$ cat config.mk
export PLATFORM = sky130hd
export DESIGN_NAME = lf_downlink_seq
export DESIGN_NICKNAME = d
export VERILOG_FILES = /design/src/rtl/lfdl_pkg.sv /design/src/rtl/lfdl_frame_builder.sv /design/src/rtl/lfdl_tick_timer.sv /design/src/rtl/lfdl_sequencer.sv /design/src/rtl/lf_downlink_seq.sv
export SDC_FILE = /design/constraint.sdc
export NUM_CORES = 1
export LEC_CHECK = 0
export CORE_MARGIN = 4
export CORE_UTILIZATION = 35
export CTS_BUF_LIST = sky130_fd_sc_hd__clkbuf_16
export CTS_CLUSTER_SIZE = 10
export DETAILED_ROUTE_END_ITERATION = 10
export HOLD_SLACK_MARGIN = 0.05
export PLACE_DENSITY = 0.57
export SLEW_MARGIN = 20
export SYNTH_ARGS = -nofsm -noshare
export SYNTH_HDL_FRONTEND = slang
export SYNTH_HIERARCHICAL = 1
export SYNTH_SLANG_ARGS = --single-unit
$ cat constraint.sdc
create_clock -name clk -period 5.8 [get_ports clk]
set_input_delay 0.87 -clock clk [delete_from_list [all_inputs] [get_ports clk]]
set_output_delay 0.87 -clock clk [all_outputs]
set_load 0.02 [all_outputs]
$ cat src/rtl/lfdl_pkg.sv
package lfdl_pkg;

  typedef enum logic [1:0] {
    K_RESET = 2'd0,
    K_WRITE = 2'd1,
    K_READ  = 2'd2
  } cmd_kind_e;

  typedef enum logic [2:0] {
    PH_IDLE     = 3'd0,
    PH_START    = 3'd1,
    PH_BIT_ON   = 3'd2,
    PH_BIT_GAP  = 3'd3,
    PH_POST_GAP = 3'd4,
    PH_PROG     = 3'd5
  } phase_e;

  localparam int ADDR_BITS = 3;
  localparam int OPC_BITS  = 2;

  function automatic cmd_kind_e decode_kind(input logic [1:0] code);
    case (code)
      2'b00:   return K_RESET;
      2'b01:   return K_WRITE;
      default: return K_READ;
    endcase
  endfunction

  // longest frame: opcode, password, lock, data, address
  function automatic int frame_bits(input int pwd_w, input int data_w);
    return OPC_BITS + pwd_w + 1 + data_w + ADDR_BITS;
  endfunction

  function automatic int cnt_width(input int a, input int b);
    return $clog2(a + b + 1);
  endfunction

endpackage

$ cat src/rtl/lfdl_frame_builder.sv
module lfdl_frame_builder
  import lfdl_pkg::*;
#(
  parameter int DATA_W    = 32,
  parameter int PWD_W     = 32,
  parameter int BLK_IN_W  = 8,
  parameter int FRAME_MAX = frame_bits(PWD_W, DATA_W),
  parameter int LEN_W     = $clog2(FRAME_MAX + 1)
) (
  input  cmd_kind_e             kind,
  input  logic                  page_sel,
  input  logic [BLK_IN_W-1:0]   blk_num,
  input  logic [DATA_W-1:0]     wr_data,
  input  logic [PWD_W-1:0]      pwd,
  input  logic                  pwd_en,
  input  logic                  lock_bit,
  output logic [FRAME_MAX-1:0]  frame,
  output logic [LEN_W-1:0]      frame_len
);

  logic reg_read;
  assign reg_read = (kind == K_READ) && (blk_num == {BLK_IN_W{1'b1}});

  always_comb begin
    int n;
    frame = '0;
    frame[FRAME_MAX-1] = (kind != K_RESET);
    frame[FRAME_MAX-2] = (kind == K_READ) ? page_sel : 1'b0;
    n = OPC_BITS;
    if (pwd_en && (kind != K_RESET)) begin
      for (int i = PWD_W - 1; i >= 0; i--) begin
        frame[FRAME_MAX-1-n] = pwd[i];
        n++;
      end
    end
    if (kind == K_WRITE) begin
      frame[FRAME_MAX-1-n] = lock_bit;
      n++;
      for (int i = DATA_W - 1; i >= 0; i--) begin
        frame[FRAME_MAX-1-n] = wr_data[i];
        n++;
      end
    end
    if ((kind == K_WRITE) || ((kind == K_READ) && !reg_read)) begin
      for (int i = ADDR_BITS - 1; i >= 0; i--) begin
        frame[FRAME_MAX-1-n] = blk_num[i];
        n++;
      end
    end
    frame_len = LEN_W'(n);
  end

endmodule

$ cat src/rtl/lfdl_tick_timer.sv
module lfdl_tick_timer #(
  parameter int CNT_W = 12
) (
  input  logic             clk,
  input  logic             rst_n,
  input  logic             run,
  input  logic             fc_tick,
  input  logic [CNT_W-1:0] limit,
  output logic             last
);

  logic [CNT_W-1:0] cnt_q;

  assign last = run && fc_tick && (cnt_q == limit - CNT_W'(1));

  always_ff @(posedge clk) begin
    if (!rst_n || !run || last) cnt_q <= '0;
    else if (fc_tick)           cnt_q <= cnt_q + CNT_W'(1);
  end

endmodule

$ cat src/rtl/lfdl_sequencer.sv
module lfdl_sequencer
  import lfdl_pkg::*;
#(
  parameter int FRAME_MAX   = 70,
  parameter int LEN_W       = 7,
  parameter int CNT_W       = 12,
  parameter int START_FC    = 50,
  parameter int ZERO_FC     = 18,
  parameter int ONE_FC      = 54,
  parameter int GAP_FC      = 20,
  parameter int READ_GAP_FC = 15,
  parameter int PROG_FC     = 2500
) (
  input  logic                 clk,
  input  logic                 rst_n,
  input  logic                 start,
  input  cmd_kind_e            kind_in,
  input  logic [FRAME_MAX-1:0] frame_in,
  input  logic [LEN_W-1:0]     len_in,
  input  logic                 t_last,
  output logic                 run,
  output logic [CNT_W-1:0]     limit,
  output logic                 carrier_on,
  output logic                 done,
  output logic                 latched_write
);

  phase_e               ph_q;
  logic [FRAME_MAX-1:0] frame_q;
  logic [LEN_W-1:0]     left_q;
  logic                 carrier_q;
  logic                 done_q;
  logic                 wr_q;
  logic                 cur_bit;

  assign cur_bit       = frame_q[FRAME_MAX-1];
  assign run           = (ph_q != PH_IDLE);
  assign carrier_on    = carrier_q;
  assign done          = done_q;
  assign latched_write = wr_q;

  always_comb begin
    case (ph_q)
      PH_START:    limit = CNT_W'(START_FC);
      PH_BIT_ON:   limit = cur_bit ? CNT_W'(ONE_FC) : CNT_W'(ZERO_FC);
      PH_BIT_GAP:  limit = CNT_W'(GAP_FC);
      PH_POST_GAP: limit = CNT_W'(READ_GAP_FC);
      PH_PROG:     limit = CNT_W'(PROG_FC);
      default:     limit = CNT_W'(1);
    endcase
  end

  always_ff @(posedge clk) begin
    if (!rst_n) begin
      ph_q      <= PH_IDLE;
      frame_q   <= '0;
      left_q    <= '0;
      carrier_q <= 1'b0;
      done_q    <= 1'b0;
      wr_q      <= 1'b0;
    end else begin
      done_q <= 1'b0;
      case (ph_q)
        PH_IDLE: if (start) begin
          ph_q      <= PH_START;
          carrier_q <= 1'b0;
          frame_q   <= frame_in;
          left_q    <= len_in;
          wr_q      <= (kind_in == K_WRITE);
        end
        PH_START: if (t_last) begin
          ph_q      <= PH_BIT_ON;
          carrier_q <= 1'b1;
        end
        PH_BIT_ON: if (t_last) begin
          ph_q      <= PH_BIT_GAP;
          carrier_q <= 1'b0;
        end
        PH_BIT_GAP: if (t_last) begin
          if (left_q > LEN_W'(1)) begin
            frame_q   <= frame_q << 1;
            left_q    <= left_q - LEN_W'(1);
            ph_q      <= PH_BIT_ON;
            carrier_q <= 1'b1;
          end else if (wr_q) begin
            ph_q      <= PH_PROG;
            carrier_q <= 1'b1;
          end else begin
            ph_q      <= PH_POST_GAP;
          end
        end
        PH_POST_GAP: if (t_last) begin
          ph_q      <= PH_IDLE;
          carrier_q <= 1'b1;
          done_q    <= 1'b1;
        end
        PH_PROG: if (t_last) begin
          ph_q      <= PH_IDLE;
          carrier_q <= 1'b0;
          done_q    <= 1'b1;
        end
        default: ph_q <= PH_IDLE;
      endcase
    end
  end

endmodule

$ cat src/rtl/lf_downlink_seq.sv
module lf_downlink_seq
  import lfdl_pkg::*;
#(
  parameter int DATA_W      = 32,
  parameter int PWD_W       = 32,
  parameter int BLK_IN_W    = 8,
  parameter int START_FC    = 50,
  parameter int ZERO_FC     = 18,
  parameter int ONE_FC      = 54,
  parameter int GAP_FC      = 20,
  parameter int READ_GAP_FC = 15,
  parameter int PROG_FC     = 2500
) (
  input  logic                clk,
  input  logic                rst_n,
  input  logic                fc_tick,
  input  logic                start,
  input  logic [1:0]          cmd,
  input  logic                page_sel,
  input  logic [BLK_IN_W-1:0] blk_num,
  input  logic [DATA_W-1:0]   wr_data,
  input  logic [PWD_W-1:0]    pwd,
  input  logic                pwd_en,
  input  logic                lock_bit,
  output logic                carrier_on,
  output logic                done
);

  localparam int FRAME_MAX = frame_bits(PWD_W, DATA_W);
  localparam int LEN_W     = $clog2(FRAME_MAX + 1);
  localparam int CNT_W     = cnt_width(PROG_FC + START_FC, ONE_FC + GAP_FC);

  cmd_kind_e            kind;
  logic [FRAME_MAX-1:0] frame;
  logic [LEN_W-1:0]     frame_len;
  logic [CNT_W-1:0]     limit;
  logic                 timer_last;
  logic                 seq_busy;
  logic                 kind_write;

  assign kind = decode_kind(cmd);

  lfdl_frame_builder #(
    .DATA_W(DATA_W), .PWD_W(PWD_W), .BLK_IN_W(BLK_IN_W),
    .FRAME_MAX(FRAME_MAX), .LEN_W(LEN_W)
  ) u_builder (
    .kind(kind), .page_sel(page_sel), .blk_num(blk_num),
    .wr_data(wr_data), .pwd(pwd), .pwd_en(pwd_en), .lock_bit(lock_bit),
    .frame(frame), .frame_len(frame_len)
  );

  lfdl_tick_timer #(.CNT_W(CNT_W)) u_timer (
    .clk(clk), .rst_n(rst_n), .run(seq_busy), .fc_tick(fc_tick),
    .limit(limit), .last(timer_last)
  );

  lfdl_sequencer #(
    .FRAME_MAX(FRAME_MAX), .LEN_W(LEN_W), .CNT_W(CNT_W),
    .START_FC(START_FC), .ZERO_FC(ZERO_FC), .ONE_FC(ONE_FC),
    .GAP_FC(GAP_FC), .READ_GAP_FC(READ_GAP_FC), .PROG_FC(PROG_FC)
  ) u_seq (
    .clk(clk), .rst_n(rst_n), .start(start), .kind_in(kind),
    .frame_in(frame), .len_in(frame_len), .t_last(timer_last),
    .run(seq_busy), .limit(limit), .carrier_on(carrier_on),
    .done(done), .latched_write(kind_write)
  );

endmodule

[Word level (Yosys, flattened, before mapping)]
Cells that the tools add are included.
Operators by class
  mux-type cells: 142
  eq/ne operators: 19
  reductions and logical operators: 61
  shift operators: 0
  order comparisons: 73
  $add $sub $neg: 75
  divide/modulo/power cells: 0
  bitwise gates (word level): 0
  $mul: 0
Operators by type and width (number)
  $bwmux W70: 36
  $ge A32 B1 Y1 const B: 36
  $lt A32 B9 Y1 const B: 36
  $sub A8 B32 Y32 const A: 35
  $add A32 B2 Y32 const B: 34
  $mux W70: 5
  $demux W1 S7: 36
  $pmux W70 S2: 1
  $mux W32: 2
  $pmux W12 S5: 1
  $mux W1: 45
  $logic_and A1 B1 Y1: 41
  $mux W7: 4
  $mux W3: 6
  $pmux W3 S5: 1
  $pmux W7 S2: 1
  $add A12 B1 Y12 const B: 1
  $eq A12 B12 Y1: 1
  $mux W6: 2
  $sub A12 B1 Y12 const B: 1
  $eq A8 B8 Y1 const B: 1
  $ne A2 B1 Y1 const B: 4
  $ne A2 B2 Y1 const B: 4
  $sub A7 B6 Y8 const A: 1
  other kinds (24): 35
Storage, ports and cells
  logic and storage cells: 377
  latch bits: 0
  memory bits (writable): 0
  input port bits: 81
  register bits: 95
  memories kept: 0
  output and inout bits: 2
  ROM bits: 0

[Logic depth before layout (Yosys ltp)]
Gate-level depths: netlist (run 1).
  depth in word-level cells: 50
  gate-level depth with buffers: 20
  gate-level depth less buffers: 15

[By module]
Netlist (run 1), hierarchy kept.
Modules (own cells, without submodules)
  lfdl_sequencer: times used 1, area an instance 4164.0 µm², cells an instance 536, sequential area each 1661.6 µm²
  lfdl_tick_timer: times used 1, area an instance 950.9 µm², cells an instance 109, sequential area each 240.2 µm²
  lfdl_frame_builder: times used 1, area an instance 799.5 µm², cells an instance 117, sequential area each 0.0 µm²
  lf_downlink_seq: times used 1, area an instance 10.0 µm², cells an instance 2, sequential area each 0.0 µm²

[Worst setup path after synthesis (run 1)]
OpenSTA, ideal clock, no wires.
  path type: register -> register
  start point: register u_seq.ph_q[1]
  end point: register u_seq.frame_q[39]
  cell stages (with the launch flop): 20
  data required time: 5709 ps
  arrival: 4712 ps
  buffers on the path: 5
  period minus slack after synthesis: 4803 ps
  setup time: 91 ps
  path slack: 997 ps
  cell sequence: dfxtp_1 > clkbuf_1 > clkbuf_1 > inv_1 > ha_1 > o21bai_1 > a22oi_1 > inv_1 > ha_1 > xor2_1 > nand4_1 > a211oi_1 > o21ai_0 > a2111oi_4 > o311a_1 > clkbuf_1 > clkbuf_1 > clkbuf_1 > nor3_1 > a311oi_1
On the way
  cells in the longest elaborated chain, start to end: 7
  elaborated cells on any way between the ends: 18
  classes of those cells: 1 x add/sub; 9 x eq/ne; 2 x mux; 6 x reduce/logical
RTL lines
  start, declared: RTL line lfdl_sequencer.sv:28  | phase_e ph_q;
  start signal, assigned: RTL line lfdl_sequencer.sv:55  | ph_q <= PH_IDLE;
  start signal, assigned: RTL line lfdl_sequencer.sv:65  | ph_q <= PH_START;
  start signal, assigned: RTL line lfdl_sequencer.sv:72  | ph_q <= PH_BIT_ON;
  $eq A3 B3 Y1, or another cell as far along: RTL line lfdl_sequencer.sv:43  | case (ph_q)
  $pmux W12 S5 (*): RTL line lfdl_sequencer.sv:43
  named net limit[0]: RTL line lf_downlink_seq.sv:36  | logic [CNT_W-1:0] limit;
  $sub A12 B1 Y12 (*): RTL line lfdl_tick_timer.sv:14  | assign last = run && fc_tick && (cnt_q == limit - CNT_W'(1));
  $eq A12 B12 Y1 (*): RTL line lfdl_tick_timer.sv:14
  $logic_and A1 B1 Y1 (*): RTL line lfdl_tick_timer.sv:14
  named net timer_last: RTL line lf_downlink_seq.sv:37  | logic timer_last;
  $ne A2 B2 Y1 (no line) (*)
  $reduce_and A4 Y1 (no line) (*)
  end signal, assigned: RTL line lfdl_sequencer.sv:67  | frame_q <= frame_in;
  end signal, assigned: RTL line lfdl_sequencer.sv:81  | frame_q <= frame_q << 1;
  end, declared: RTL line lfdl_sequencer.sv:29  | logic [FRAME_MAX-1:0] frame_q;
Mark *: on every way through the listed nets, which the timed path passes. The rest lies on a longest branch.
A chain may end at the register's enable or synchronous reset.

[Worst setup path in the final report (run 1)]
  start point: register u_seq.ph_q[1]
  end point: register u_seq.frame_q[60]
Same word-level chain as after synthesis.

==> flow_summary_export.csv, run 1 <==
group,metric,value,unit
detailed_routing,vias_per_cell,5.63,
logic_synthesis,netlist.area_leader.share,32.1,%
die,core_area,16600,sq um
worst_hold_path,min_to,"u_seq/frame_q[49]$_SDFFE_PN0P_",
detailed_routing,ant_nets,0,
power_and_ir_drop,ir_worst_vdd,0.156,mV
cts,cts_buffers,9,
die,die_y,138,um
detailed_routing,drt-initial-drc-count,354,
detailed_routing,wl_per_cell,16.4,um
logic_synthesis,ys_types,66,
global_routing,antenna_found_initial,1,
final_layout,antennaDiodeCount,0,
logic_synthesis,yosysSeqAreaShare,32.1,%
die,num_rows,47,
run_status,status,"finished clean",
logic_synthesis,synthCells,764,
final_layout,fin_cells,1015,
worst_setup_path,crit_buf_inv,4,
placement,hpwl,11100,um
logic_synthesis,ys_seq_elements,95,
timing,fmax,207,MHz
placement,placed_cells,999,
placement,post-place-ws,1.00,ns
timing,fin_setup_tns,0,ns
power_and_ir_drop,intPower,1.42,mW
worst_setup_path,rr_worst_depth,16,
timing,fin_crit_sh,83.5,%
final_layout,seq_area,1900,sq um
placement,gp_congestion,0.830,
cts,cts_resized,0,
worst_hold_path,holdCritPathClass,"register to register",
worst_hold_path,min_from,"u_seq/frame_q[48]$_SDFFE_PN0P_",
power_and_ir_drop,pwr-share-seq,39.4,%
worst_setup_path,worstPathRequired,6.01,ns
detailed_routing,wl_met3,487,um
logic_synthesis,synth_area_leader_cell,"dfxtp_1",
flow_run,max_cap_viol_count,0,
worst_setup_path,r2r-end,"u_seq/frame_q[60]$_SDFFE_PN0P_",
worst_setup_path,slowest_stage,"dfxtp_1",
cts,cts.sinks,95,
worst_setup_path,crit_fanout,32,
global_routing,grt_pass1_wl,27000,um
power_and_ir_drop,p_leak,2.36,nW
global_routing,grt_usage,16.4,%
power_and_ir_drop,power_frac_comb,29.9,%
logic_synthesis,ys.flop_type,"dfxtp_1",
die,io_pins,83,
logic_synthesis,yosys-top-cells-count,"nand2_1, dfxtp_1, nor3_1",
detailed_routing,wl_met1,7750,um
logic_synthesis,synth-edff-count,0,
logic_synthesis,synth_area,5920,sq um
final_layout,fin_area,7090,sq um
power_and_ir_drop,swShare,31.9,%
timing,period_minus_slack,4.84,ns
logic_synthesis,ys_warn_count,6,
power_and_ir_drop,p_total,2.08,mW
detailed_routing,remaining_drc_errors,0,
final_layout,nFillCells,1724,
worst_setup_path,path_delay_family,"compound AO/OA/AOI/OAI gates",
worst_setup_path,end_kind,"register",
global_routing,grt_max_degree,81,
cts,postCtsHoldBufs,0,
final_layout,area_delta_synth_final,19.7,%
power_and_ir_drop,clockPowerShare,30.8,%
die,die_x,138,um
global_routing,grt-ovfl-total,0,
detailed_routing,first_pass_iters,7,
cts,cts-root-buf,"clkbuf_16",
placement,placement.io_buffers,82,
timing,layout_setup_ws,0.958,ns
die,start_util,35.7,%
power_and_ir_drop,p_switching,0.664,mW
timing,setup_violations,0,
timing,slew_violations,0,
worst_hold_path,worstHoldPathCells,2,
logic_synthesis,async_reset_ff_share,0,%
worst_setup_path,crit_chain,"inv_1, ha_1, o21bai_1, a22oi_1, inv_1, ha_1, xor2_1, nand4_1, a211oi_1, o21ai_0, a2111oi_4, buf_4, o311a_2, or2_2, buf_12, a311oi_1",
cts,clock_path_buffers,2,
placement,dpl-instance-area,6770,sq um
timing,slew_headroom,42.3,%
logic_synthesis,synth.area.top_cells,"dfxtp_1, a311oi_1, nand2_1",
die,dieArea,19100,sq um
worst_setup_path,worstPathArrival,5.05,ns
logic_synthesis,synth.most_common_cell,"nand2_1",
final_layout,utilization,42.7,%
power_and_ir_drop,powerDensity,293,nW/um^2
cts,clk_pin_slew,0.07,ns
timing,tightest_slew,0.866,ns
cts,clock_latency,0.34,ns
timing,hold_viol_final,0,
final_layout,multi_input_area,3580,sq um
cts,cts_setup_buffers,0,
detailed_routing,dr_total_vias,5716,
cts,htreeDepth,3,
logic_synthesis,syn_avg_cell_area,7.75,sq um
worst_setup_path,timing.rr.start,"u_seq/ph_q[1]$_SDFFE_PN0P_",
timing,whs,0.480,ns
detailed_routing,wirelength,16600,um
final_layout,nNetsFinal,879,
detailed_routing,routed.top_layer,"met5",
timing,rsz0062_at_grt,"false",
worst_setup_path,critPathKind,"register to register",
detailed_routing,wl_met2,8050,um
worst_setup_path,worst_setup_path_start_kind,"register",
global_routing,grt_pass1_vias,5384,
timing,finClkSkew,0.00864,ns
cts,cts_tree,"yes",
worst_setup_path,slowest_delay,0.74,ns
final_layout,layout-drive-gt1-share,6.16,%
worst_setup_path,r2r_setup_slack,0.96,ns
[kinds of logic (layout without fill, tap and decap cells)]
logic type | Yosys count | after routing | share of synthesized area [%]
other | 2 | 4 | 0.127
buffers and inverters | 99 | 128 | 7.79
adders and majority gates | 8 | 8 | 1.69
and+or+nand+nor | 360 | 360 | 29.8
AOI/OAI and AO/OA | 163 | 163 | 22.7
DFF | 95 | 95 | 32.1
xor gates and xnor gates | 25 | 25 | 3.70
muxes | 12 | 12 | 2.07
[metal layers]
layer,vias up,track usage [%]
met3,21,2.38
li1,2826,-
met4,2,5.82
met5,-,0
met1,2772,22.3
met2,95,26.7
[layout by cell type (no fill, tap or decap), drive strengths merged, types with 13 or more instances in the layout]
| master | n |
|---|---|
| a22o | 31 |
| a311oi | 69 |
| and2 | 38 |
| clkdlybuf4s50 | 82 |
| dfxtp | 95 |
| inv | 23 |
| nand2 | 157 |
| nor2 | 15 |
| nor3 | 94 |
| o21ai | 13 |
| xor2 | 14 |
[flip-flops by register name, summed over array words and instances, names as in the netlist]
register             count
u_seq/latched_write      1
u_seq/left_q             7
u_seq/carrier_on         1
u_seq/frame_q           70
u_seq/done               1
u_timer/cnt_q           12
u_seq/ph_q               3
[worst reg2reg max path: cells and delay by family, from the launching register on]
kind,cells,cell delay (ns)
buffers and inverters,4,0.80
DFF,1,0.74
AOI/OAI and AO/OA,7,1.72
and+or+nand+nor,2,0.60
adders and majority gates,2,0.74
xor gates and xnor gates,1,0.13
[worst max-delay path by stage]
stage / from / end / depth (start not counted)
after floorplan: u_seq/ph_q[1]$_SDFFE_PN0P_ / u_seq/frame_q[39]$_SDFFE_PN0P_ / 19
after global placement: u_seq/ph_q[1]$_SDFFE_PN0P_ / u_seq/frame_q[54]$_SDFFE_PN0P_ / 16
after detailed placement: u_seq/ph_q[1]$_SDFFE_PN0P_ / u_seq/frame_q[47]$_SDFFE_PN0P_ / 15
after CTS: u_seq/ph_q[1]$_SDFFE_PN0P_ / u_seq/frame_q[47]$_SDFFE_PN0P_ / 15
after global routing: u_seq/ph_q[1]$_SDFFE_PN0P_ / u_seq/frame_q[55]$_SDFFE_PN0P_ / 15
final: u_seq/ph_q[1]$_SDFFE_PN0P_ / u_seq/frame_q[60]$_SDFFE_PN0P_ / 16
[cell type report]
cell class                 count  share of cell area, %
clock buffer                   9                   3.18
clock inverter                 7                   1.34
inverter                      19                   1.01
multi-input combinational    572                   50.5
sequential                    95                   26.8
tap                          220                   3.88
timing repair buffer          93                   13.3
[power by group through the flow]
stage / logic [mW] / registers, mW / clock network [mW]
3_5_place_dp: 0.619 / 0.831 / 0
5_1_grt: 0.689 / 0.831 / 0.677
3_3_place_gp: 0.603 / 0.829 / 0
6_report: 0.622 / 0.819 / 0.640
2_1_floorplan: 0.477 / 0.810 / 0
4_1_cts: 0.622 / 0.818 / 0.656
(Power assumes the default switching activity.)
==> run 2: changes to the inputs <==
--- a/config.mk
+++ b/config.mk
@@ -11,7 +11,7 @@
 export CTS_CLUSTER_SIZE = 10
 export DETAILED_ROUTE_END_ITERATION = 10
 export HOLD_SLACK_MARGIN = 0.05
-export PLACE_DENSITY = 0.57
+export PLACE_DENSITY = 0.59
 export SLEW_MARGIN = 20
 export SYNTH_ARGS = -nofsm -noshare
 export SYNTH_HDL_FRONTEND = slang
==> constraint.sdc (replaced) <==
create_clock -name clk -period 4.25 [get_ports clk]
set_input_delay 0.6375 -clock clk [delete_from_list [all_inputs] [get_ports clk]]
set_output_delay 0.6375 -clock clk [all_outputs]
set_load 0.02 [all_outputs]
==> run 2 against run 1 <==
  * Register-to-register slack worse by 0.65 ns
  * Hold slack worse by 0.0011 ns
  * Largest power group unchanged
  * Largest cell class unchanged
  * Routed wire length up 1.4%
==> flow_summary_export.csv, run 2 (synthesis results as in run 1) <==
group,metric,value,unit
worst_hold_path,min_from,"u_seq/frame_q[13]$_SDFFE_PN0P_",
final_layout,utilization,43.1,%
final_layout,regMostFlops,"u_seq/frame_q",
flow_run,max_cap_viol_count,0,
worst_hold_path,holdCritPathClass,"register to register",
final_layout,layout-drive-gt1-share,7.83,%
die,start_util,35.7,%
worst_setup_path,end_kind,"register",
detailed_routing,dr_total_vias,5572,
final_layout,final_cell_mix,"nand2_1, dfxtp_1, nor3_1, clkdlybuf4s50_1, a311oi_1",
cts,cts-root-buf,"clkbuf_16",
placement,hpwl,10800,um
cts,clock_latency,0.35,ns
detailed_routing,first_pass_iters,4,
worst_setup_path,rr_worst_depth,13,
final_layout,top_regs,"u_seq/frame_q (70), u_timer/cnt_q (12), u_seq/left_q (7)",
detailed_routing,wirelength,16800,um
cts,cts.sinks,95,
worst_setup_path,r2r_setup_slack,0.31,ns
timing,tightest_slew,0.884,ns
global_routing,grt-ovfl-total,0,
timing,finClkSkew,0.00686,ns
worst_hold_path,worstHoldPathCells,2,
power_and_ir_drop,powerDensity,389,nW/um^2
placement,placement.io_buffers,82,
timing,rsz0062_at_grt,"false",
worst_setup_path,worst_setup_path_start_kind,"register",
worst_setup_path,crit_fanout,49,
power_and_ir_drop,p_leak,2.40,nW
cts,htreeDepth,3,
final_layout,final_common_cell,"nand2_1",
timing,slew_violations,0,
timing,fin_crit_sh,92.8,%
detailed_routing,remaining_drc_errors,0,
global_routing,grt_pass1_vias,5343,
detailed_routing,vias_per_cell,5.43,
global_routing,use_met1,24.5,%
die,die_y,138,um
global_routing,antenna_found_initial,1,
global_routing,grt_pass1_wl,28300,um
global_routing,use_met3,1.90,%
worst_setup_path,worstPathArrival,4.13,ns
die,die_x,138,um
detailed_routing,drt-initial-drc-count,460,
worst_setup_path,timing.rr.start,"u_seq/ph_q[1]$_SDFFE_PN0P_",
timing,fmax,254,MHz
power_and_ir_drop,ir_worst_vdd,0.220,mV
placement,placed_cells,1008,
cts,clk_pin_slew,0.07,ns
global_routing,met2_usage,27.5,%
final_layout,nNetsFinal,889,
global_routing,grt_usage,17.3,%
die,io_pins,83,
cts,cts_tree,"yes",
timing,fin_setup_tns,0,ns
detailed_routing,ant_nets,0,
global_routing,grt_max_degree,86,
timing,period_minus_slack,3.94,ns
final_layout,largest_reg_flops,70,
global_routing,gr-max-usage-layer,"met2",
die,num_rows,47,
placement,post-place-ws,0.280,ns
worst_setup_path,critPathKind,"register to register",
timing,hold_viol_final,0,
cts,clock_path_buffers,2,
worst_hold_path,min_to,"u_seq/frame_q[14]$_SDFFE_PN0P_",
final_layout,fin_cells,1026,
die,dieArea,19100,sq um
worst_setup_path,worstPathRequired,4.43,ns
run_status,status,"finished clean",
cts,cts_buffers,9,
worst_setup_path,r2r-end,"u_seq/frame_q[34]$_SDFFE_PN0P_",
placement,gp_congestion,0.814,
timing,layout_setup_ws,0.306,ns
die,core_area,16600,sq um
timing,slew_headroom,41.0,%
timing,setup_violations,0,
final_layout,nFillCells,1736,
cts,postCtsHoldBufs,0,
final_layout,area_delta_synth_final,20.7,%
detailed_routing,wl_per_cell,16.4,um
run 2: cell count changes in the layout (fill, tap and decap cells not counted), sizes merged:
cell / previous run / this run
diode: 0 / 1
buf: 11 / 21
bufinv: 2 / 1
inv: 23 / 22
clkinvlp: 0 / 2
run 2: worst max-delay path, cell delays in order (launching register included):
cell	delay [ns]
dfxtp_1	0.33
inv_1	0.07
ha_1	0.39
mux2i_1	0.16
o21ai_0	0.08
a22o_1	0.25
or3_4	0.38
nor4b_4	0.31
nand4_1	0.24
a2111oi_4	0.48
o311a_2	0.30
or2_2	0.13
buf_4	0.46
a311oi_1	0.18
run 2: report_power, final:
group	internal (mW)	switching, mW
combinational	0.399	0.462
sequential	1.03	0.0841
clock	0.452	0.359
run 2: final cells by class:
cell class | instances | area, sq um | area share [%]
clock inverter | 7 | 65.1 | 0.910
antenna | 1 | 2.50 | 0.0350
clock buffer | 9 | 225 | 3.15
sequential | 95 | 1900 | 26.6
timing repair buffer | 103 | 1010 | 14.1
tap | 220 | 275 | 3.85
inverter | 19 | 71.3 | 0.997
multi-input combinational | 572 | 3600 | 50.4
run 2: per-stage QoR:
stage	instance area (sq um)	power, mW	hold slack [ns]
6_report	7150	2.78	0.479
4_1_cts	7120	2.80	0.483
3_5_place_dp	6830	1.98	0.474
2_1_floorplan	5960	1.76	0.460
3_3_place_gp	6830	1.98	0.469
5_1_grt	7150	2.97	0.499
run 2: worst max-delay path by stage:
stage                                           from                        endpoint  slack [ns]  cells past startpoint
final                     u_seq/ph_q[1]$_SDFFE_PN0P_  u_seq/frame_q[34]$_SDFFE_PN0P_        0.31                     13
after global routing      u_seq/ph_q[1]$_SDFFE_PN0P_  u_seq/frame_q[65]$_SDFFE_PN0P_        0.02                     13
after CTS                 u_seq/ph_q[1]$_SDFFE_PN0P_   u_seq/carrier_on$_SDFFE_PN0P_        0.21                     16
after detailed placement  u_seq/ph_q[1]$_SDFFE_PN0P_   u_seq/carrier_on$_SDFFE_PN0P_        0.28                     16
after global placement    u_seq/ph_q[1]$_SDFFE_PN0P_   u_seq/carrier_on$_SDFFE_PN0P_        0.42                     16
after floorplan           u_seq/ph_q[1]$_SDFFE_PN0P_  u_seq/frame_q[61]$_SDFFE_PN0P_      0.0009                     18
run 2: repair_timing:
item / 4_1_cts / 5_1_grt
gates resized for setup: 0 / 6
endpoints found under the setup margin: 0 / 39
buffers inserted: 0 / 1
run 2: metal layers:
metal	wire, um	share of wire, %
met3	393	2.3
met2	7990	47
met1	8140	48
met5	0	0
met4	329	2.0
==> run 3: changes to the inputs <==
--- a/config.mk
+++ b/config.mk
@@ -6,12 +6,13 @@
 export NUM_CORES = 1
 export LEC_CHECK = 0
 export CORE_MARGIN = 4
-export CORE_UTILIZATION = 35
+export CORE_UTILIZATION = 50
 export CTS_BUF_LIST = sky130_fd_sc_hd__clkbuf_16
 export CTS_CLUSTER_SIZE = 10
 export DETAILED_ROUTE_END_ITERATION = 10
 export HOLD_SLACK_MARGIN = 0.05
-export PLACE_DENSITY = 0.59
+export PLACE_DENSITY = 0.79
+export SKIP_LAST_GASP = 1
 export SLEW_MARGIN = 20
 export SYNTH_ARGS = -nofsm -noshare
 export SYNTH_HDL_FRONTEND = slang
==> run 3 against run 2 <==
  * Die area is 28% lower
  * Clock skew is 0.0017 ns higher
  * Highest routed layer unchanged
  * Non-clock buffer count is 1 higher
  * Largest power group unchanged
==> flow_summary_export.csv, run 3 (synthesis results as in run 1) <==
group,metric,value,unit
run_status,status,"finished clean",
detailed_routing,remaining_drc_errors,0,
final_layout,regMostFlops,"u_seq/frame_q",
cts,clock_path_buffers,2,
timing,hold_viol_final,0,
worst_setup_path,rr_worst_depth,15,
die,io_pins,83,
power_and_ir_drop,powerDensity,407,nW/um^2
final_layout,top_regs,"u_seq/frame_q (70), u_timer/cnt_q (12), u_seq/left_q (7)",
placement,post-place-ws,0.300,ns
timing,period_minus_slack,3.93,ns
worst_setup_path,worstPathRequired,4.52,ns
die,core_area,11500,sq um
global_routing,grt_pass1_wl,27000,um
worst_hold_path,worstHoldPathCells,2,
detailed_routing,dr_total_vias,5981,
timing,tightest_slew,0.818,ns
cts,clock_latency,0.36,ns
worst_setup_path,critPathKind,"register to register",
detailed_routing,first_pass_iters,5,
final_layout,fin_cells,949,
timing,setup_violations,0,
worst_setup_path,crit_fanout,10,
final_layout,utilization,61.5,%
timing,slew_violations,0,
cts,htreeDepth,3,
flow_run,max_cap_viol_count,0,
detailed_routing,wl_per_cell,17.8,um
worst_hold_path,min_from,"u_seq/frame_q[38]$_SDFFE_PN0P_",
cts,cts_tree,"yes",
worst_hold_path,holdCritPathClass,"register to register",
global_routing,grt-ovfl-total,0,
placement,placed_cells,931,
detailed_routing,wirelength,16900,um
die,die_y,117,um
placement,placement.io_buffers,82,
timing,whs,0.485,ns
die,dieArea,13700,sq um
detailed_routing,ant_nets,0,
timing,fmax,254,MHz
final_layout,layout-drive-gt1-share,7.94,%
detailed_routing,vias_per_cell,6.30,
placement,hpwl,11100,um
cts,cts_buffers,9,
worst_setup_path,end_kind,"register",
worst_setup_path,r2r_setup_slack,0.32,ns
cts,clk_pin_slew,0.07,ns
final_layout,final_common_cell,"nand2_1",
timing,slew_headroom,45.4,%
final_layout,antennaDiodeCount,0,
power_and_ir_drop,ir_worst_vdd,0.234,mV
worst_setup_path,worst_setup_path_start_kind,"register",
power_and_ir_drop,p_leak,2.42,nW
die,die_x,117,um
final_layout,largest_reg_flops,70,
detailed_routing,drt-initial-drc-count,624,
final_layout,area_delta_synth_final,19.5,%
worst_setup_path,r2r-end,"u_seq/ph_q[1]$_SDFFE_PN0P_",
global_routing,grt_pass1_vias,5456,
cts,postCtsHoldBufs,0,
final_layout,final_cell_mix,"nand2_1, dfxtp_1, nor3_1, clkdlybuf4s50_1, a311oi_1",
cts,cts.sinks,95,
power_and_ir_drop,p_total,2.88,mW
worst_setup_path,worstPathArrival,4.21,ns
global_routing,grt_usage,24.4,%
worst_hold_path,min_to,"u_seq/frame_q[39]$_SDFFE_PN0P_",
global_routing,antenna_found_initial,0,
global_routing,gr-max-usage-layer,"met2",
global_routing,grt_max_degree,74,
global_routing,met2_usage,38.3,%
timing,fin_crit_sh,92.6,%
cts,cts-root-buf,"clkbuf_16",
timing,finClkSkew,0.00852,ns
final_layout,nNetsFinal,890,
placement,gp_congestion,0.865,
timing,rsz0062_at_grt,"true",
worst_setup_path,timing.rr.start,"u_seq/ph_q[1]$_SDFFE_PN0P_",
global_routing,use_met1,34.3,%
global_routing,use_met3,4.16,%
die,num_rows,39,
die,start_util,51.4,%
timing,layout_setup_ws,0.315,ns
-- run 3: how the worst max path moves through the flow --
stage / from / endpoint / slack (ns) / depth (start not counted)
after floorplan: u_seq/ph_q[1]$_SDFFE_PN0P_ / u_seq/frame_q[61]$_SDFFE_PN0P_ / 0.0009 / 18
after global routing: u_seq/ph_q[2]$_SDFFE_PN0P_ / u_seq/ph_q[1]$_SDFFE_PN0P_ / -0.00003 / 16
final: u_seq/ph_q[1]$_SDFFE_PN0P_ / u_seq/ph_q[1]$_SDFFE_PN0P_ / 0.32 / 15
after CTS: u_seq/ph_q[1]$_SDFFE_PN0P_ / u_seq/frame_q[36]$_SDFFE_PN0P_ / 0.28 / 14
after global placement: u_seq/ph_q[2]$_SDFFE_PN0P_ / u_seq/left_q[5]$_SDFFE_PN0P_ / 0.48 / 14
after detailed placement: u_seq/ph_q[1]$_SDFFE_PN0P_ / u_seq/left_q[4]$_SDFFE_PN0P_ / 0.30 / 14
-- run 3: worst max-delay path, stage by stage, from the launching register on --
cell	delay (ns)
dfxtp_1	0.35
inv_1	0.08
ha_1	0.40
nand3_1	0.14
nor2_1	0.05
a21oi_1	0.15
nor2_1	0.14
nor4_2	0.44
nor4b_4	0.38
nand4_1	0.22
a2111oi_4	0.45
buf_4	0.26
inv_1	0.06
a32o_1	0.29
a311o_1	0.29
a21oi_1	0.15
-- run 3: routing by layer --
metal	up-vias	routed length (um)
met5	-	0
met4	0	248
met3	20	1020
met2	241	8120
met1	2869	7470
li1	2851	-
-- run 3: layout make-up --
cell class	count	area, sq um
fillers	1004	4440
multi-input cells	572	3590
well taps	143	179
repair buffers	104	1010
flip-flops and latches	95	1900
clock inverters	7	95.1
clock buffers	9	225
inverters	19	71.3
-- run 3: power by group --
group	switching [mW]	internal, mW	total (mW)
clock	0.406	0.478	0.884
sequential	0.0891	1.02	1.11
combinational	0.484	0.401	0.885
-- run 3: timing repair --
item | in CTS | in global routing
setup endpoints to repair | 0 | 53
gates resized for setup | 0 | 4
setup buffers | 0 | 1
-- run 3: stage by stage --
stage / instance area, sq um / TNS, ns
after floorplan: 5960 / 0
after global placement: 6720 / 0
after detailed placement: 6720 / 0
after CTS: 7040 / 0
after global routing: 7080 / -0.0000302
final: 7080 / 0
